==> config.mk <==
export PLATFORM = sky130hd
export DESIGN_NAME = tc_hw_clock
export DESIGN_NICKNAME = d
export VERILOG_FILES = /design/src/rtl/tc_pkg.sv /design/src/rtl/tc_op_decode.sv /design/src/rtl/tc_time_core.sv /design/src/rtl/tc_target_cmp.sv /design/src/rtl/tc_hw_clock.sv
export SDC_FILE = /design/constraint.sdc
export NUM_CORES = 1
export LEC_CHECK = 0
export BUFFER_PORTS_ARGS = -buffer_cell sky130_fd_sc_hd__buf_2
export CAP_MARGIN = 25
export CORE_MARGIN = 2
export CORE_UTILIZATION = 33
export CTS_CLUSTER_SIZE = 28
export DETAILED_ROUTE_END_ITERATION = 8
export HOLD_SLACK_MARGIN = 0.12
export PLACE_DENSITY_LB_ADDON = 0.08
export SLEW_MARGIN = 40
export SYNTH_ARGS = -nofsm -noshare
export SYNTH_HDL_FRONTEND = slang
export SYNTH_SLANG_ARGS = --single-unit
==> constraint.sdc <==
create_clock -name clk -period 7.67 [get_ports clk]
set_input_delay 0.767 -clock clk [delete_from_list [all_inputs] [get_ports clk]]
set_output_delay 0.767 -clock clk [all_outputs]
set_load 0.01 [all_outputs]
==> src/rtl/tc_pkg.sv <==
`timescale 1ns/1ps
package tc_pkg;
  localparam int TC_OPC_W  = 4;
  localparam int TC_MODE_W = 4;

  localparam logic [TC_OPC_W-1:0] OPC_SET_SEC   = 4'd0;
  localparam logic [TC_OPC_W-1:0] OPC_FREQ_TRIM = 4'd3;

  localparam logic [TC_MODE_W-1:0] PM_PHYS = 4'd1;
  localparam logic [TC_MODE_W-1:0] PM_VIRT = 4'd2;
  localparam logic [TC_MODE_W-1:0] PM_BOTH = 4'd3;

  typedef struct packed {
    logic virt;
    logic phys;
  } route_t;
endpackage

==> src/rtl/tc_op_decode.sv <==
`timescale 1ns/1ps
module tc_op_decode
  import tc_pkg::*;
#(
  parameter int SEC_W = 32,
  parameter int ADJ_W = 32
) (
  input  logic                    clk_i,
  input  logic                    rst_ni,
  input  logic                    op_valid_i,
  input  logic [TC_OPC_W-1:0]     op_code_i,
  input  logic [SEC_W-1:0]        op_sec_i,
  input  logic [ADJ_W-1:0]        op_freq_i,
  input  logic                    boundary_i,
  output logic                    pend_o,
  output logic [SEC_W-1:0]        pend_sec_o,
  output logic signed [ADJ_W-1:0] adj_o
);
  logic                    set_req, trim_req;
  logic                    pend_d, pend_q;
  logic [SEC_W-1:0]        pend_sec_q;
  logic signed [ADJ_W-1:0] adj_q;

  always_comb begin
    set_req  = op_valid_i && (op_code_i == OPC_SET_SEC);
    trim_req = op_valid_i && (op_code_i == OPC_FREQ_TRIM);
    if (set_req)         pend_d = 1'b1;
    else if (boundary_i) pend_d = 1'b0;
    else                 pend_d = pend_q;
  end

  always_ff @(posedge clk_i or negedge rst_ni) begin
    if (!rst_ni) begin
      pend_q     <= 1'b0;
      pend_sec_q <= '0;
      adj_q      <= '0;
    end else begin
      pend_q <= pend_d;
      if (set_req)  pend_sec_q <= op_sec_i;
      if (trim_req) adj_q      <= $signed(op_freq_i);
    end
  end

  assign pend_o     = pend_q;
  assign pend_sec_o = pend_sec_q;
  assign adj_o      = adj_q;

  // a boundary without a fresh request consumes the pending load
  a_r3_pend_consumed: assert property (@(posedge clk_i) disable iff (!rst_ni)
    boundary_i && !set_req |=> !pend_q);

  // a request always leaves a pending load behind
  a_r3_pend_set: assert property (@(posedge clk_i) disable iff (!rst_ni)
    set_req |=> pend_q && (pend_sec_q == $past(op_sec_i)));

  // unknown codes touch no stored state
  a_r7_unknown_ignored: assert property (@(posedge clk_i) disable iff (!rst_ni)
    op_valid_i && (op_code_i != OPC_SET_SEC) && (op_code_i != OPC_FREQ_TRIM) && !boundary_i
    |=> $stable(pend_q) && $stable(pend_sec_q) && $stable(adj_q));
endmodule

==> src/rtl/tc_time_core.sv <==
`timescale 1ns/1ps
module tc_time_core #(
  parameter int unsigned NS_PER_SEC = 1_000_000_000,
  parameter int          SEC_W      = 32,
  parameter int          NS_W       = 32,
  parameter int          ADJ_W      = 32
) (
  input  logic                    clk_i,
  input  logic                    rst_ni,
  input  logic signed [ADJ_W-1:0] adj_i,
  input  logic                    pend_i,
  input  logic [SEC_W-1:0]        pend_sec_i,
  output logic [SEC_W-1:0]        sec_o,
  output logic [NS_W-1:0]         ns_o,
  output logic                    boundary_o
);
  localparam logic [NS_W-1:0]         NS_LIM   = NS_W'(NS_PER_SEC);
  localparam logic signed [ADJ_W-1:0] TRIM_LIM = ADJ_W'((NS_PER_SEC - 1) / 2);

  logic [NS_W-1:0]         ns_q, ns_d, ns_sum;
  logic [SEC_W-1:0]        sec_q, sec_d;
  logic signed [ADJ_W-1:0] trim_q, trim_d;
  logic [1:0]              step;
  logic                    boundary;

  function automatic logic signed [ADJ_W-1:0] clamp_trim(input logic signed [ADJ_W-1:0] a);
    if (a > TRIM_LIM)       return TRIM_LIM;
    else if (a < -TRIM_LIM) return -TRIM_LIM;
    else                    return a;
  endfunction

  always_comb begin
    if (trim_q > 0)      step = 2'd2;
    else if (trim_q < 0) step = 2'd0;
    else                 step = 2'd1;

    ns_sum   = ns_q + NS_W'(step);
    boundary = (ns_sum >= NS_LIM);
    ns_d     = boundary ? (ns_sum - NS_LIM) : ns_sum;

    if (boundary) sec_d = pend_i ? pend_sec_i : (sec_q + SEC_W'(1));
    else          sec_d = sec_q;

    if (boundary)        trim_d = clamp_trim(adj_i);
    else if (trim_q > 0) trim_d = trim_q - ADJ_W'(1);
    else if (trim_q < 0) trim_d = trim_q + ADJ_W'(1);
    else                 trim_d = trim_q;
  end

  always_ff @(posedge clk_i or negedge rst_ni) begin
    if (!rst_ni) begin
      ns_q   <= '0;
      sec_q  <= '0;
      trim_q <= '0;
    end else begin
      ns_q   <= ns_d;
      trim_q <= trim_d;
      if (boundary) sec_q <= sec_d;
    end
  end

  assign sec_o      = sec_q;
  assign ns_o       = ns_q;
  assign boundary_o = boundary;

  // the fraction never reaches the per-second limit
  a_r6_ns_in_range: assert property (@(posedge clk_i) disable iff (!rst_ni)
    ns_q < NS_LIM);

  // the remaining trim stays inside the clamp
  a_r6_trim_bounded: assert property (@(posedge clk_i) disable iff (!rst_ni)
    (trim_q <= TRIM_LIM) && (trim_q >= -TRIM_LIM));

  // seconds only move at a boundary
  a_r2_sec_hold: assert property (@(posedge clk_i) disable iff (!rst_ni)
    !boundary |=> $stable(sec_q));

  // inside a second the fraction moves forward by at most two counts
  a_r4_step_bound: assert property (@(posedge clk_i) disable iff (!rst_ni)
    !boundary |=> (ns_q >= $past(ns_q)) && ((ns_q - $past(ns_q)) <= NS_W'(2)));

  // a pending load lands on the seconds field at the boundary
  a_r3_load_lands: assert property (@(posedge clk_i) disable iff (!rst_ni)
    boundary && pend_i |=> sec_q == $past(pend_sec_i));
endmodule

==> src/rtl/tc_target_cmp.sv <==
`timescale 1ns/1ps
module tc_target_cmp
  import tc_pkg::*;
#(
  parameter int SEC_W = 32,
  parameter int NS_W  = 32
) (
  input  logic                   clk_i,
  input  logic                   rst_ni,
  input  logic                   tgt_wr_i,
  input  logic [SEC_W+NS_W-1:0]  tgt_time_i,
  input  logic [TC_MODE_W-1:0]   tgt_mode_i,
  input  logic                   tgt_en_i,
  input  logic [SEC_W-1:0]       now_sec_i,
  input  logic [NS_W-1:0]        now_ns_i,
  output logic                   pps_o,
  output logic                   virt_o
);
  localparam int TS_W = SEC_W + NS_W;

  logic [TS_W-1:0] tgt_q, now;
  route_t          route_q, route_d;
  logic            armed_q, armed_d, mode_ok, hit;
  logic            pps_q, virt_q, pps_d, virt_d;

  always_comb begin
    now     = {now_sec_i, now_ns_i};
    mode_ok = (tgt_mode_i == PM_PHYS) || (tgt_mode_i == PM_VIRT) || (tgt_mode_i == PM_BOTH);
    route_d = route_t'(tgt_mode_i[1:0]);
    // a write in the same cycle takes priority over firing
    hit     = armed_q && !tgt_wr_i && (now >= tgt_q);
    if (tgt_wr_i) armed_d = tgt_en_i && mode_ok;
    else if (hit) armed_d = 1'b0;
    else          armed_d = armed_q;
    pps_d  = hit && route_q.phys;
    virt_d = hit && route_q.virt;
  end

  always_ff @(posedge clk_i or negedge rst_ni) begin
    if (!rst_ni) begin
      tgt_q   <= '0;
      route_q <= '0;
      armed_q <= 1'b0;
      pps_q   <= 1'b0;
      virt_q  <= 1'b0;
    end else begin
      armed_q <= armed_d;
      pps_q   <= pps_d;
      virt_q  <= virt_d;
      if (tgt_wr_i) begin
        tgt_q   <= tgt_time_i;
        route_q <= route_d;
      end
    end
  end

  assign pps_o  = pps_q;
  assign virt_o = virt_q;

  // a pulse never lasts two cycles
  a_r11_single_cycle: assert property (@(posedge clk_i) disable iff (!rst_ni)
    (pps_q || virt_q) |=> !(pps_q || virt_q));

  // no pulse follows a disarmed cycle
  a_r10_quiet_unarmed: assert property (@(posedge clk_i) disable iff (!rst_ni)
    !armed_q |=> !pps_q && !virt_q);

  // an armed, due target produces a pulse and disarms
  a_r8_due_fires: assert property (@(posedge clk_i) disable iff (!rst_ni)
    armed_q && !tgt_wr_i && (now >= tgt_q) |=> (pps_q || virt_q) && !armed_q);

  // a disabled write leaves the unit disarmed
  a_r10_disabled_write: assert property (@(posedge clk_i) disable iff (!rst_ni)
    tgt_wr_i && !tgt_en_i |=> !armed_q);
endmodule

==> src/rtl/tc_hw_clock.sv <==
`timescale 1ns/1ps
module tc_hw_clock
  import tc_pkg::*;
#(
  parameter int unsigned NS_PER_SEC = 1_000_000_000,
  parameter int          SEC_W      = 32,
  parameter int          NS_W       = 32,
  parameter int          ADJ_W      = 32
) (
  input  logic                  clk,
  input  logic                  rst_n,
  input  logic                  op_valid,
  input  logic [3:0]            op_code,
  input  logic [SEC_W-1:0]      op_sec,
  input  logic [ADJ_W-1:0]      op_freq,
  input  logic                  tgt_wr,
  input  logic [SEC_W+NS_W-1:0] tgt_time,
  input  logic [3:0]            tgt_mode,
  input  logic                  tgt_en,
  output logic [SEC_W-1:0]      time_sec,
  output logic [NS_W-1:0]       time_ns,
  output logic                  pps_pulse,
  output logic                  virt_pulse
);
  logic [1:0]              rst_sync_q;
  logic                    rst_int_n;
  logic                    boundary, pend;
  logic [SEC_W-1:0]        pend_sec;
  logic signed [ADJ_W-1:0] adj;

  // asynchronous assertion, synchronous release
  always_ff @(posedge clk or negedge rst_n) begin
    if (!rst_n) rst_sync_q <= 2'b00;
    else        rst_sync_q <= {rst_sync_q[0], 1'b1};
  end
  assign rst_int_n = rst_sync_q[1];

  tc_op_decode #(.SEC_W(SEC_W), .ADJ_W(ADJ_W)) u_dec (
    .clk_i      (clk),
    .rst_ni     (rst_int_n),
    .op_valid_i (op_valid),
    .op_code_i  (op_code),
    .op_sec_i   (op_sec),
    .op_freq_i  (op_freq),
    .boundary_i (boundary),
    .pend_o     (pend),
    .pend_sec_o (pend_sec),
    .adj_o      (adj)
  );

  tc_time_core #(.NS_PER_SEC(NS_PER_SEC), .SEC_W(SEC_W), .NS_W(NS_W), .ADJ_W(ADJ_W)) u_core (
    .clk_i      (clk),
    .rst_ni     (rst_int_n),
    .adj_i      (adj),
    .pend_i     (pend),
    .pend_sec_i (pend_sec),
    .sec_o      (time_sec),
    .ns_o       (time_ns),
    .boundary_o (boundary)
  );

  tc_target_cmp #(.SEC_W(SEC_W), .NS_W(NS_W)) u_cmp (
    .clk_i      (clk),
    .rst_ni     (rst_int_n),
    .tgt_wr_i   (tgt_wr),
    .tgt_time_i (tgt_time),
    .tgt_mode_i (tgt_mode),
    .tgt_en_i   (tgt_en),
    .now_sec_i  (time_sec),
    .now_ns_i   (time_ns),
    .pps_o      (pps_pulse),
    .virt_o     (virt_pulse)
  );
endmodule

### After elaboration in Yosys (flattened, before gate mapping)

Cells that the tools add are included.

* latch bits: 0
* output and inout port bits: 66
* memories: 0
* bits in read-only memories: 0
* logic and storage cells: 55
* register bits: 232
* bits in writable memories: 0
* input bits: 141

* multiply operators: 0
* mux-type cells: 13
* add/subtract/negate cells: 5
* shift operators: 0
* magnitude comparators: 6
* equal/unequal tests: 4
* reduce and logical (&&, ||, !) cells: 14
* div/mod/pow operators: 0
* bitwise gates (word level): 0

Operator list (number)
* 2-to-1 mux 32 bit: 7
* >= comparator 64 bit: 1
* adder 32 x 1 -> 32 bit, second input constant: 1
* adder 32 x 2 -> 32 bit: 1
* adder 32 x 2 -> 32 bit, second input constant: 1
* >= comparator 32 x 30 -> 1 bit, second input constant: 1
* greater-than comparator 32 x 1 -> 1 bit, second input constant: 1
* greater-than comparator 32 x 30 -> 1 bit, second input constant: 1
* less-than comparator 32 x 1 -> 1 bit, second input constant: 1
* less-than comparator 32 x 30 -> 1 bit, second input constant: 1
* subtractor 32 x 2 -> 32 bit, second input constant: 1
* subtractor 32 x 30 -> 32 bit, second input constant: 1
* == test 4 x 2 -> 1 bit, second input constant: 3
* logical AND 1 bit: 7
* 2-to-1 mux 1 bit: 5
* == test 4 x 1 -> 1 bit, second input constant: 1
* zero test 4 bit: 1
* nonzero test 2 bit: 2
* nonzero test 3 bit: 1
* logical OR 1 bit: 2
* 2-to-1 mux 2 bit: 1
* zero test 1 bit: 1

### Longest topological paths before layout

* word-level depth: 7
* depth in mapped cells: 20
* gate-level depth less buffers: 19

### Cells and area by module

A second synthesis with hierarchy kept.

* cells, all modules: 1492
* area total of the unflattened synthesis: 14139.8 um^2

By module, submodules not included
* tc_time_core: area each 7448.4 um^2, cells each 901, times used 1
* tc_target_cmp: area each 4028.9 um^2, cells each 446, times used 1
* tc_op_decode: area each 2608.8 um^2, cells each 142, times used 1
* tc_hw_clock: area each 53.8 um^2, cells each 3, times used 1

### Worst setup path after synthesis

OpenSTA, ideal clock, no wires.

* kind: flip-flop to flip-flop
* start point: register u_core.trim_q[30]
* end point: register u_core.ns_q[31], in the netlist u_core.ns_o[31]
* buffers on the path: 1
* cell stages (with the launch flop): 19
* setup slack: 3014 ps
* data arrival time: 4576 ps
* cell sequence: dfrtp_1 -> nor4_1 -> nand4_1 -> or2_2 -> clkbuf_1 -> nand2b_1 -> inv_1 -> ha_1 -> a21oi_1 -> or4b_1 -> xor2_1 -> ha_1 -> inv_1 -> a221oi_1 -> o41ai_2 -> a21oi_1 -> o21ai_1 -> a221oi_1 -> xnor2_1

* cells in the longest elaborated chain, start to end: 6
* elaborated cells on any way between the ends: 8
* those cells by class: 2 x add/sub; 3 x order compare; 3 x mux

Ends and longest elaborated chain
* start, declared: line tc_time_core.sv:22 `logic signed [ADJ_W-1:0] trim_q, trim_d;`
* start signal, assigned: line tc_time_core.sv:57 `trim_q <= trim_d;`
* less-than comparator 32 x 1 -> 1 bit: line tc_time_core.sv:34 `else if (trim_q < 0) step = 2'd0;`
* 2-to-1 mux 1 bit: line tc_time_core.sv:34
* 2-to-1 mux 2 bit (*): line tc_time_core.sv:33 `if (trim_q > 0) step = 2'd2;`
* adder 32 x 2 -> 32 bit (*): line tc_time_core.sv:37 `ns_sum = ns_q + NS_W'(step);`
* subtractor 32 x 30 -> 32 bit / >= comparator 32 x 30 -> 1 bit (equally long branches): line tc_time_core.sv:39, tc_time_core.sv:38
* 2-to-1 mux 32 bit (*): line tc_time_core.sv:39 `ns_d = boundary ? (ns_sum - NS_LIM) : ns_sum;`
* via u_core.ns_d[31]: line tc_time_core.sv:20 `logic [NS_W-1:0] ns_q, ns_d, ns_sum;`
* end signal, assigned: line tc_time_core.sv:56 `ns_q <= ns_d;`
* end, declared: line tc_time_core.sv:20

The timed path passes the listed nets; every way through them passes the cells marked *.
A chain may end at the register's enable or synchronous reset.

### Worst setup path in the final report

* start point: register u_core.trim_q[30]
* end point: register u_core.sec_q[31], in the netlist u_core.sec_o[31]

* cells in the longest elaborated chain, start to end: 5
* elaborated cells on any way between the ends: 6
* those cells by class: 1 x add/sub; 3 x order compare; 2 x mux

Ends and longest elaborated chain
* less-than comparator 32 x 1 -> 1 bit: line tc_time_core.sv:34
* 2-to-1 mux 1 bit: line tc_time_core.sv:34
* 2-to-1 mux 2 bit (*): line tc_time_core.sv:33
* adder 32 x 2 -> 32 bit (*): line tc_time_core.sv:37
* >= comparator 32 x 30 -> 1 bit (*): line tc_time_core.sv:38 `boundary = (ns_sum >= NS_LIM);`
* end signal, assigned: line tc_time_core.sv:53 `sec_q <= '0;`
* end signal, assigned: line tc_time_core.sv:58 `if (boundary) sec_q <= sec_d;`
* end, declared: line tc_time_core.sv:21 `logic [SEC_W-1:0] sec_q, sec_d;`

Mark *: on every way between the ends. The rest lies on a longest branch, timed or not.

==> results_tabular.tex <==
\begin{tabular}{lr}
\hline
Metric & Value \\
\hline
\multicolumn{2}{l}{\textbf{Run status}} \\
Outcome & completed \\
\multicolumn{2}{l}{\textbf{Timing}} \\
Endpoints failing setup & 0 \\
Period minus WS final & 5.86 ns \\
Tcrit/Tclk final & 76.4\% \\
Transition time at the pin with the least slew margin & 0.739 ns \\
Setup skew after layout & 0.0161 ns \\
Worst Setup Slack, final & 1.81 ns \\
Highest achievable clock rate & 0.171 GHz \\
Relative slew slack & 50.6\% \\
Post-route setup TNS & 0 ns \\
Smallest hold slack & 0.317 ns \\
Final count of pins violating max slew & 0 \\
Unrepaired setup endpoints after global routing & false \\
Count of endpoints failing hold in the final timing report & 0 \\
\multicolumn{2}{l}{\textbf{Worst setup path}} \\
Cell Chain, Critical Path & nor4\_1, nand4\_1, or2\_2, inv\_1, ha\_1, inv\_1, fa\_1, nand3b\_1, nor4\_1, xor2\_1, o21ai\_1, nor4\_1, o221a\_2, a21o\_4, buf\_4, a22oi\_1, o211ai\_1 \\
Worst Setup End Kind & flop \\
Peak per-stage delay on the critical path & 0.54 ns \\
Nature of the critical path startpoint & flop \\
Slowest library cell on the worst path & or2\_2 \\
Critical path fanouts, max & 50 \\
Data arrival, critical path & 6.34 ns \\
Critical path class & reg2reg \\
Worst path top cell family by delay & simple AND/OR/NAND/NOR gates \\
Required arrival time at the worst endpoint & 8.14 ns \\
Most repeated library cell on the critical path & nor4\_1 \\
Bufs and invs on worst path & 3 \\
\multicolumn{2}{l}{\textbf{Routing}} \\
DR DRC count & 0 \\
DR WL/cell & 18.2 um \\
Pre-Repair DR Iteration Count & 5 \\
First DRT Iteration DRCs & 770 \\
Routed wire length & 40700 um \\
Post-DR vias/cell & 5.20 \\
Via count & 11616 \\
Number of nets with antenna violations after routing & 0 \\
\multicolumn{2}{l}{\textbf{Final layout}} \\
Area overhead of the layout relative to synthesis & 18.5\% \\
Cell area after layout & 16500 sq um \\
Count of placed standard cells in the final layout, fillers left out & 2234 \\
Ratio of cells with drive above 1 in the final layout & 21.3\% \\
Core utilization of the finished layout & 39.5\% \\
Final Net Count & 1914 \\
\multicolumn{2}{l}{\textbf{Placed design}} \\
Number of port buffers & 206 \\
Cell area after placement & 15500 sq um \\
Final GP Congestion & 0.837 \\
Worst Setup Slack post-DPL & 1.86 ns \\
Placed Instances & 2178 \\
Post-detail-place hpwl & 29900 um \\
\multicolumn{2}{l}{\textbf{Logic synthesis}} \\
Total number of yosys warnings & 0 \\
Sequential area share after synthesis & 41.7\% \\
Cell area after technology mapping & 13900 sq um \\
Flip-flop and latch count after synthesis & 232 \\
Mapped Nets & 1725 \\
Top FF cell, synth & dfrtp\_1 \\
Synth unique cells & 72 \\
Average cell area after synthesis & 9.39 sq um \\
Post-synthesis async set-or-reset flop share & 100\% \\
Number of enable flip-flop cells after synthesis & 0 \\
Mapped Cells & 1483 \\
\multicolumn{2}{l}{\textbf{CTS}} \\
Clock-pin slew reported for the worst setup and hold paths after clock tree synthesis & 0.06 ns \\
CTS Root Cell & clkbuf\_16 \\
Clock Sinks & 232 \\
Clock tree from TritonCTS & done \\
Post\_cts resized & 0 \\
Clock tree buffer depth & 3 \\
Source-to-sink clock delay at the later pin of the worst-skew pair & 0.57 ns \\
CTS buffer count & 30 \\
Hold bufs inserted after CTS & 1 \\
CTS HTree Levels & 1 \\
Post-CTS setup-driven buffer insertion count & 0 \\
\multicolumn{2}{l}{\textbf{Global route}} \\
Largest net degree at the start of global routing & 114 \\
Vias in the first global route & 11529 \\
Initial antenna violation count & 1 \\
Overall Global Routing Usage & 18.5\% \\
Final global-route overflow total & 0 \\
First-pass GRT wire length & 65000 um \\
\multicolumn{2}{l}{\textbf{Die}} \\
Boundary pin count & 207 \\
Area of the die & 43900 sq um \\
Starting utilization of the core area & 33.3\% \\
Placeable core region & 41800 sq um \\
Die height & 209 um \\
Die W & 209 um \\
Std-Cell Rows & 75 \\
\multicolumn{2}{l}{\textbf{Pwr}} \\
Maximum vdd ir drop & 0.172 mV \\
P\_leak & 8.00 nW \\
Sum of internal, switching and leakage power & 3.20 mW \\
Power per unit of standard cell area & 194 nW/um\^{}2 \\
\multicolumn{2}{l}{\textbf{Min path}} \\
Hold crit path type & reg2async \\
\multicolumn{2}{l}{\textbf{Job}} \\
Max-cap violations & 0 \\
\hline
\end{tabular}
-- per-layer routing --
layer	share of wire, %	global-route usage (%)	up-vias
li1	-	-	5741
met4	1.7	4.29	0
met2	43	27.6	283
met5	0	0	-
met1	51	28.0	5547
met3	5.0	3.01	45
-- power breakdown --
part / internal, mW / switching (mW) / total (mW) / leakage (nW)
sequential: 1.34 / 0.0913 / 1.43 / 2.94
clock: 0.860 / 0.547 / 1.41 / 0.480
combinational: 0.169 / 0.194 / 0.363 / 4.57
total: 2.36 / 0.832 / 3.20 / 8.00
-- path summary, 6_finish.rpt --
check / start / endpoint / slack [ns] / cells after the start
max in group asynchronous: rst_sync_q[1]$_DFF_PN0_ / u_cmp.tgt_q[11]$_DFFE_PN0P_ / 6.04 / 2
min in group clk: rst_sync_q[0]$_DFF_PN0_ / rst_sync_q[1]$_DFF_PN0_ / 0.35 / 0
worst min-delay path: rst_sync_q[1]$_DFF_PN0_ / u_dec.pend_sec_o[27]$_DFFE_PN0P_ / 0.32 / 0
worst max register to register: u_core.trim_q[30]$_DFFE_PN0P_ / u_core.sec_o[31]$_DFFE_PN0P_ / 1.81 / 17
worst max-delay path: u_core.trim_q[30]$_DFFE_PN0P_ / u_core.sec_o[31]$_DFFE_PN0P_ / 1.81 / 17
worst min register to register: rst_sync_q[1]$_DFF_PN0_ / u_dec.pend_sec_o[27]$_DFFE_PN0P_ / 0.32 / 0
-- cell families after synthesis --
group           after synthesis  synth area share (%)
mux                          71                  5.69
fa+ha+maj                   101                  9.18
flops                       232                  41.7
xor+xnor                     79                  4.97
buf+inv                     157                  4.57
other cells                   1                0.0269
compound gates              429                  18.6
simple gates                413                  15.3
-- area by class of cell --
| class | instances | area, sq um |
|---|---|---|
| sequential | 232 | 5810 |
| timing repair buffer | 222 | 1180 |
| clock buffer | 46 | 892 |
| multi-input combinational | 1094 | 7500 |
| antenna | 1 | 2.50 |
| clock inverter | 8 | 95.1 |
| inverter | 92 | 345 |
| fill | 4210 | 25300 |
| tap | 539 | 674 |
-- cell usage in the layout (no fill, tap or decap), types with 11 or more instances in the layout --
master and n:
a21o_1 42, o21ai_0 134, xnor2_1 53, clkbuf_16 31
ha_1 99, nand4_1 30, buf_4 14, nand2b_1 26
a21oi_1 119, inv_1 92, and3_1 15, or2_2 12
and4_1 11, mux2_2 65, a31oi_1 36, dfrtp_1 230
nand2_1 149, nor2_1 50, nor3_1 21, nor4_1 18
nand3_1 42, o22ai_1 12, xor2_1 26, buf_2 205
-- synthesized netlist by cell type (all sizes together) (7+ instances only) --
cell	count	area, sq um
or3	8	50.1
buf	20	123
nand3	42	210
clkbuf	45	169
a21oi	120	601
inv	92	345
nor4	22	180
nand2b	26	163
nor3	21	105
o22ai	12	75.1
nor2	52	203
ha	99	1240
nand4	32	221
a211oi	7	57.6
and3	15	93.8
dfrtp	232	5810
a21o	43	323
or2	12	75.1
nor2b	8	50.1
o21ai	139	696
o211ai	9	67.6
and4	11	96.3
xor2	26	228
mux2	65	732
a31oi	36	225
xnor2	53	464
o21bai	7	52.6
o31ai	7	52.6
nand2	149	559
-- sequential cells by signal, summed over array words and instances (netlist names) --
name,count
u_cmp.tgt_q,64
u_core.ns_o,32
u_core.sec_o,32
u_core.trim_q,32
u_dec.adj_o,32
u_dec.pend_sec_o,32
rst_sync_q,2
u_cmp.route_q,2
u_cmp.armed_q,1
u_cmp.pps_o,1
u_cmp.virt_o,1
u_dec.pend_o,1
(Power assumes the default switching activity.)
